File: src/rtl/fs_judge.sv
module fs_judge (
  input  logic clk,
  input  logic rst_n,
  input  logic en,
  input  logic act,
  input  logic lead,
  input  logic at_exp,
  input  logic frm_end,
  output logic sync_good,
  output logic ev_missing,
  output logic ev_extra
);
  logic hit_q, stray_q, hit_n, stray_n;

  always_comb begin
    hit_n   = hit_q   || (lead && at_exp);
    stray_n = stray_q || (lead && !at_exp);
  end

  always_ff @(posedge clk) begin
    if (!rst_n || !en) begin
      hit_q      <= 1'b0;
      stray_q    <= 1'b0;
      sync_good  <= 1'b0;
      ev_missing <= 1'b0;
      ev_extra   <= 1'b0;
    end else begin
      ev_missing <= 1'b0;
      ev_extra   <= 1'b0;
      if (act) begin
        if (frm_end) begin
          sync_good  <= hit_n && !stray_n;
          ev_missing <= !hit_n;
          ev_extra   <= stray_n;
          hit_q      <= 1'b0;
          stray_q    <= 1'b0;
        end else begin
          hit_q   <= hit_n;
          stray_q <= stray_n;
        end
      end
    end
  end

  // a missing-sync pulse only follows a frame close
  assert_miss_at_close_R7: assert property (@(posedge clk) disable iff (!rst_n)
    ev_missing |-> $past(act && frm_end));
  // an extra-sync pulse only follows a frame close
  assert_extra_at_close_R8: assert property (@(posedge clk) disable iff (!rst_n)
    ev_extra |-> $past(act && frm_end));
  // the status changes only at a frame close
  assert_good_frame_only_R6: assert property (@(posedge clk) disable iff (!rst_n)
    (!$past(act && frm_end) && $past(en)) |-> $stable(sync_good));
  // disabling clears every output
  assert_disable_clears_R10: assert property (@(posedge clk) disable iff (!rst_n)
    !en |=> (!sync_good && !ev_missing && !ev_extra));
endmodule

File: config.mk
export PLATFORM = sky130hd
export DESIGN_NAME = fs_judge
export DESIGN_NICKNAME = d
export VERILOG_FILES = /design/src/rtl/fs_judge.sv
export SDC_FILE = /design/constraint.sdc
export NUM_CORES = 1
export LEC_CHECK = 0
export BUFFER_PORTS_ARGS = -buffer_cell sky130_fd_sc_hd__clkbuf_2
export CORE_AREA = 2 2 39 41
export DETAILED_ROUTE_END_ITERATION = 7
export DIE_AREA = 0 0 41 43
export PLACE_DENSITY_LB_ADDON = 0.05
export SLEW_MARGIN = 5
export SYNTH_ARGS = -nofsm -noshare
export SYNTH_HDL_FRONTEND = slang
export SYNTH_SLANG_ARGS = --single-unit
File: constraint.sdc
create_clock -name clk -period 0.8 [get_ports clk]
set_clock_uncertainty 0.1 [all_clocks]
set_input_delay 0.08 -clock clk [delete_from_list [all_inputs] [get_ports clk]]
set_output_delay 0.08 -clock clk [all_outputs]
set_load 0.005 [all_outputs]
==> results.json, run 1 <==
{
  "status": "complete, but fails checks",
  "violations": "negative hold slack, negative setup slack",
  "grt_start_max_net_pins": 6,
  "track_usage_pct": 6.83,
  "antenna_found_initial": 0,
  "io_buffers": 9,
  "cpMaxStageDelayCell": "dfxtp_2",
  "drt_iter0_drc": 7,
  "ant_nets": 0,
  "path_max_fanout": 2,
  "slowest_delay_ns": 0.32,
  "worst-endpoint-arrival_ns": 0.67,
  "synthesis.area_sq_um": 185,
  "synthAdderAreaFrac_pct": 0,
  "maxSlewViolCount": 0,
  "max_slew_margin_pct": 88.4,
  "critPathKind": "reg2out",
  "viasPerCell": 3.75,
  "dr.pass1.iters": 3,
  "initial_core_util_pct": 13.4,
  "crit_chain": "clkbuf_2",
  "wl_met2_um": 194,
  "core_sq_um": 1380,
  "cts.sinks": 5,
  "dr.max_layer_used": "met4",
  "synth_compound_area_share_pct": 22.3,
  "ys_warn_count": 0,
  "start_kind": "register",
  "numCtsBuffers": 3,
  "max-cap-violations": 0,
  "die_w_um": 41,
  "overflow": 0,
  "finalSetupViolCount": 3,
  "required_ns": 0.62,
  "worst_pin_slew_ns": 0.169,
  "end_kind": "output pin",
  "layout_setup_ws_ns": -0.0475,
  "hold_slack_ns": -0.0392,
  "synth_area_per_cell_sq_um": 9.75,
  "clkLatencyLatePin_ns": 0.24,
  "pre_cts_slack_ns": -0.0359,
  "fin_crit_ns": 0.847,
  "powerDensity_nw_per_um2": 2020,
  "vias": 191,
  "max_freq_ghz": 1.18,
  "hold_viol_final": 1,
  "p_leak_uw": 0.000135,
  "cts_tree": "built",
  "synthMuxAreaShare_pct": 5.41,
  "synth_cells": 19,
  "yosysSeqAreaShare_pct": 54.1,
  "drc_errors": 0,
  "synthSimpleGateAreaFrac_pct": 14.2,
  "wl_met1_um": 212,
  "clk_pin_slew_ns": 0.05,
  "grt_pass1_vias": 194,
  "cts.path.max_buffers": 2,
  "pin_count": 10,
  "synth_xor_area_share_pct": 0,
  "layout_common_cells": "clkbuf_2, nor2_1, clkbuf_4, dfxtp_2, buf_4",
  "crit_buf_inv": 1,
  "grt_first_pass_wirelength_um": 731,
  "fin_util_pct": 21.9,
  "synth_seq_cells": 5,
  "placed_cells": 47,
  "die-area_sq_um": 1760,
  "htree_levels": 1,
  "rsz0062_at_grt": "yes",
  "final_cells": 51,
  "antenna_cells": 0,
  "drive_above_1_share_pct": 54.3,
  "final_nets": 43,
  "critPathTopFamily": "flip-flops",
  "wl_met3_um": 34,
  "rows": 14,
  "wirelength_um": 451,
  "ys_types": 11,
  "gp_congestion": 0.630,
  "die_h_um": 43,
  "hold_class": "in2reg",
  "final_common_cell": "clkbuf_2",
  "root_buffer": "clkbuf_4",
  "synthToLayoutAreaGrowth_pct": 63.5,
  "syn-num-nets": 26,
  "synth_top_family_by_area": "compound AO/OA/AOI/OAI gates",
  "ir_drop_mv": 0.466,
  "period_share_pct": 106,
  "wire_per_inst_um": 8.84
}
==> cells by family (layout without fill, tap and decap cells) <==
logic type      Yosys count  after routing
simple gates              6              6
compound gates            5              5
flops                     5              5
buf+inv                   2             18
mux                       1              1
==> area by class of cell <==
cell class | instances | area (sq um)
inverter | 2 | 7.51
fill | 162 | 1080
timing repair buffer | 12 | 67.6
sequential | 5 | 104
tap | 16 | 20.0
clock buffer | 4 | 26.3
multi-input combinational | 12 | 77.6
==> state kept, by name, summed over array words and instances (netlist names) <==
| register | cells |
|---|---|
| ev_extra | 1 |
| ev_missing | 1 |
| hit_q | 1 |
| stray_q | 1 |
| sync_good | 1 |
==> what timing repair did <==
item,4_1_cts,5_1_grt
endpoints found under the hold margin,1,1
gates resized for setup,2,2
setup endpoints to repair,4,4
buffers inserted,0,0
pin swaps,0,0
==> through the flow <==
stage	hold WS, ns	area [sq um]	power, uW	TNS, ns
2_1_floorplan	0.0753	185	279	0
4_1_cts	-0.0422	302	624	-0.133
5_1_grt	-0.0430	303	648	-0.221
3_3_place_gp	0.229	273	317	-0.131
6_report	-0.0392	303	611	-0.0959
3_5_place_dp	0.220	273	316	-0.0359
==> per-layer routing <==
| metal | global-route usage [%] | vias up |
|---|---|---|
| li1 | - | 101 |
| met1 | 7.40 | 81 |
| met2 | 7.50 | 7 |
| met3 | 3.14 | 2 |
| met4 | 10.0 | 0 |
| met5 | 0 | - |
==> power by group <==
group          switching [uW]  internal [uW]  total [uW]
sequential               2.28            255         257
clock                     110            189         299
combinational            26.3           29.2        55.5
total                     139            473         611
==> worst paths after layout <==
kind / start / to / slack, ns / cells past startpoint
setup / recovery: sync_good$_SDFFE_PP0P_ / sync_good / -0.05 / 1
hold / removal: at_exp / ev_missing$_SDFF_PP0_ / -0.04 / 2
hold reg to reg: hit_q$_SDFFE_PP0P_ / ev_missing$_SDFF_PP0_ / 0.31 / 1
setup reg to reg: hit_q$_SDFFE_PP0P_ / sync_good$_SDFFE_PP0P_ / 0.01 / 2
==> synthesized netlist by cell type <==
library cell | instances | area share (%)
nand4_1 | 1 | 3.4
a211oi_1 | 1 | 4.1
nand2_1 | 1 | 2.0
mux2i_1 | 1 | 5.4
nor2_1 | 3 | 6.1
a21oi_1 | 1 | 2.7
inv_1 | 2 | 4.1
o32ai_2 | 1 | 8.8
nand3_1 | 1 | 2.7
a31oi_1 | 2 | 6.8
dfxtp_1 | 5 | 54
Power figures use the tool's default switching activity.
==> run 2, diff against run 1 <==
SETUP_SLACK_MARGIN = 0.2   (was not set)
==> run 2 against run 1 <==
Net effect:
- first-iteration DRC count shrank 100%
- via count rose by 6.3%
- sequential share of layout area is 2.8 points lower
- the run still ends with negative hold slack, negative setup slack left
- highest routed layer is now met3
- combinational power grew 32%
- die area unchanged
- largest power group unchanged
- routed wire length up 6.9%
- count of clock-buffer cells in the layout stayed put
- non-clock buffer count grew 1
- sequential power is essentially flat
- core utilization is 2.8 points higher
==> results.json, run 2 (synthesis results as in run 1) <==
{
  "status": "complete, but fails checks",
  "violations": "negative hold slack, negative setup slack",
  "ff2ff_path_depth": 2,
  "clkLatencyLatePin_ns": 0.24,
  "max-cap-violations": 0,
  "final_cells": 52,
  "critPathKind": "reg2out",
  "synthToLayoutAreaGrowth_pct": 84.5,
  "overflow": 0,
  "track_usage_pct": 7.54,
  "final_area_sq_um": 342,
  "placed_cells": 48,
  "period_share_pct": 106,
  "min_to": "ev_missing$_SDFF_PP0_",
  "worstHoldStart": "at_exp",
  "crit_chain": "clkbuf_2",
  "final_common_cell": "clkbuf_2",
  "hold_depth": 2,
  "ant_nets": 0,
  "gp_congestion": 0.714,
  "pin_count": 10,
  "root_buffer": "clkbuf_4",
  "cts.path.max_buffers": 2,
  "crit_buf_inv": 1,
  "cpMaxStageDelayCell": "dfxtp_2",
  "rr_startpoint": "hit_q$_SDFFE_PP0P_",
  "finalSetupViolCount": 4,
  "initial_core_util_pct": 13.4,
  "required_ns": 0.62,
  "cts_tree": "built",
  "critPathTopFamily": "flip-flops",
  "grt_start_max_net_pins": 5,
  "io_buffers": 9,
  "max_slew_margin_pct": 85.0,
  "rows": 14,
  "worst_pin_slew_ns": 0.224,
  "placed_cell_area_sq_um": 287,
  "die-area_sq_um": 1760,
  "dpl.hpwl_um": 372,
  "layout_common_cells": "clkbuf_2, buf_4, nor2_1, clkbuf_4, dfxtp_2",
  "r2r_slack_ns": -0.02,
  "worst-endpoint-arrival_ns": 0.66,
  "final_nets": 44,
  "grt_pass1_vias": 206,
  "fin_crit_ns": 0.845,
  "path_max_fanout": 2,
  "wirelength_um": 482,
  "start_kind": "register",
  "rsz0062_at_grt": "yes",
  "cts_setup_buffers": 0,
  "drt_iter0_drc": 0,
  "layout_setup_ws_ns": -0.0447,
  "maxSlewViolCount": 0,
  "core_sq_um": 1380,
  "hold_viol_final": 1,
  "fillers": 160,
  "htree_levels": 1,
  "die_w_um": 41,
  "vias": 203,
  "grt_first_pass_wirelength_um": 793,
  "hold_slack_ns": -0.0148,
  "antenna_cells": 0,
  "die_h_um": 43,
  "pre_cts_slack_ns": -0.0509,
  "drive_above_1_share_pct": 69.4,
  "cts.sinks": 5,
  "powerDensity_nw_per_um2": 1820,
  "clk_pin_slew_ns": 0.05,
  "max_freq_ghz": 1.18,
  "dr.pass1.iters": 1,
  "r2r_end": "sync_good$_SDFFE_PP0P_",
  "hold_class": "in2reg",
  "antenna_found_initial": 0,
  "viasPerCell": 3.90,
  "ir_drop_mv": 0.528,
  "end_kind": "output pin",
  "p_leak_uw": 0.000142,
  "drc_errors": 0,
  "slowest_delay_ns": 0.32,
  "cp.depth": 1,
  "numCtsBuffers": 3,
  "wire_per_inst_um": 9.27
}
-- run 2: cell count changes in the layout (fill, tap and decap cells not counted) --
| cell | previous run | this run |
|---|---|---|
| mux2i_2 | 0 | 1 |
| a31oi_1 | 2 | 1 |
| dfxtp_4 | 0 | 1 |
| a21oi_2 | 0 | 1 |
| mux2i_1 | 1 | 0 |
| a31oi_4 | 0 | 1 |
| dfxtp_1 | 2 | 1 |
| a211oi_2 | 0 | 1 |
| buf_4 | 3 | 4 |
| a211oi_1 | 1 | 0 |
| a21oi_1 | 1 | 0 |
-- run 2: timing repair --
action,in CTS,in global routing
setup endpoints to repair,8,8
gates resized for setup,2,6
endpoints found under the hold margin,1,1
-- run 2: how the worst max path moves through the flow --
stage                                start                     end  slack, ns
global placement                   frm_end  sync_good$_SDFFE_PP0P_      -0.05
floorplan               hit_q$_SDFFE_PP0P_  sync_good$_SDFFE_PP0P_       0.05
global route        sync_good$_SDFFE_PP0P_               sync_good      -0.09
detailed placement                 frm_end  sync_good$_SDFFE_PP0P_      -0.05
finish              sync_good$_SDFFE_PP0P_               sync_good      -0.04
CTS                 sync_good$_SDFFE_PP0P_               sync_good      -0.06
-- run 2: per-stage QoR --
step / hold slack (ns) / TNS, ns / utilization, % / power, uW
finish: -0.0148 / -0.100 / 24.7 / 622
global route: -0.0151 / -0.266 / 24.7 / 670
CTS: -0.0294 / -0.145 / 23.1 / 636
detailed placement: 0.228 / -0.0699 / 20.7 / 324
global placement: 0.220 / -0.0562 / 20.7 / 323
floorplan: 0.0724 / 0 / - / 281
-- run 2: routing by layer --
metal	vias up	GRT usage, %	routed length, um
met2	7	9.38	227
met3	0	7.85	41
met1	93	7.74	213
met5	-	0	0
met4	0	4.00	0
li1	103	-	-
-- run 2: power breakdown --
group	switching, uW	internal, uW	total, uW
clock	105	189	294
sequential	3.14	252	255
combinational	34.7	38.3	73.0
-- run 2: cell type report --
type                    count  area (sq um)  share of cell area [%]
clock buffers               4          26.3                    7.69
well taps                  16          20.0                    5.86
inverters                   2          7.51                    2.20
multi-input cells          12           105                    30.8
repair buffers             13          75.1                    22.0
flip-flops and latches      5           108                    31.5
-- run 2: worst reg2reg max path, stage by stage (launching register included) --
cell and delay (ns):
dfxtp_2 0.33, mux2i_2 0.18, o32ai_2 0.09
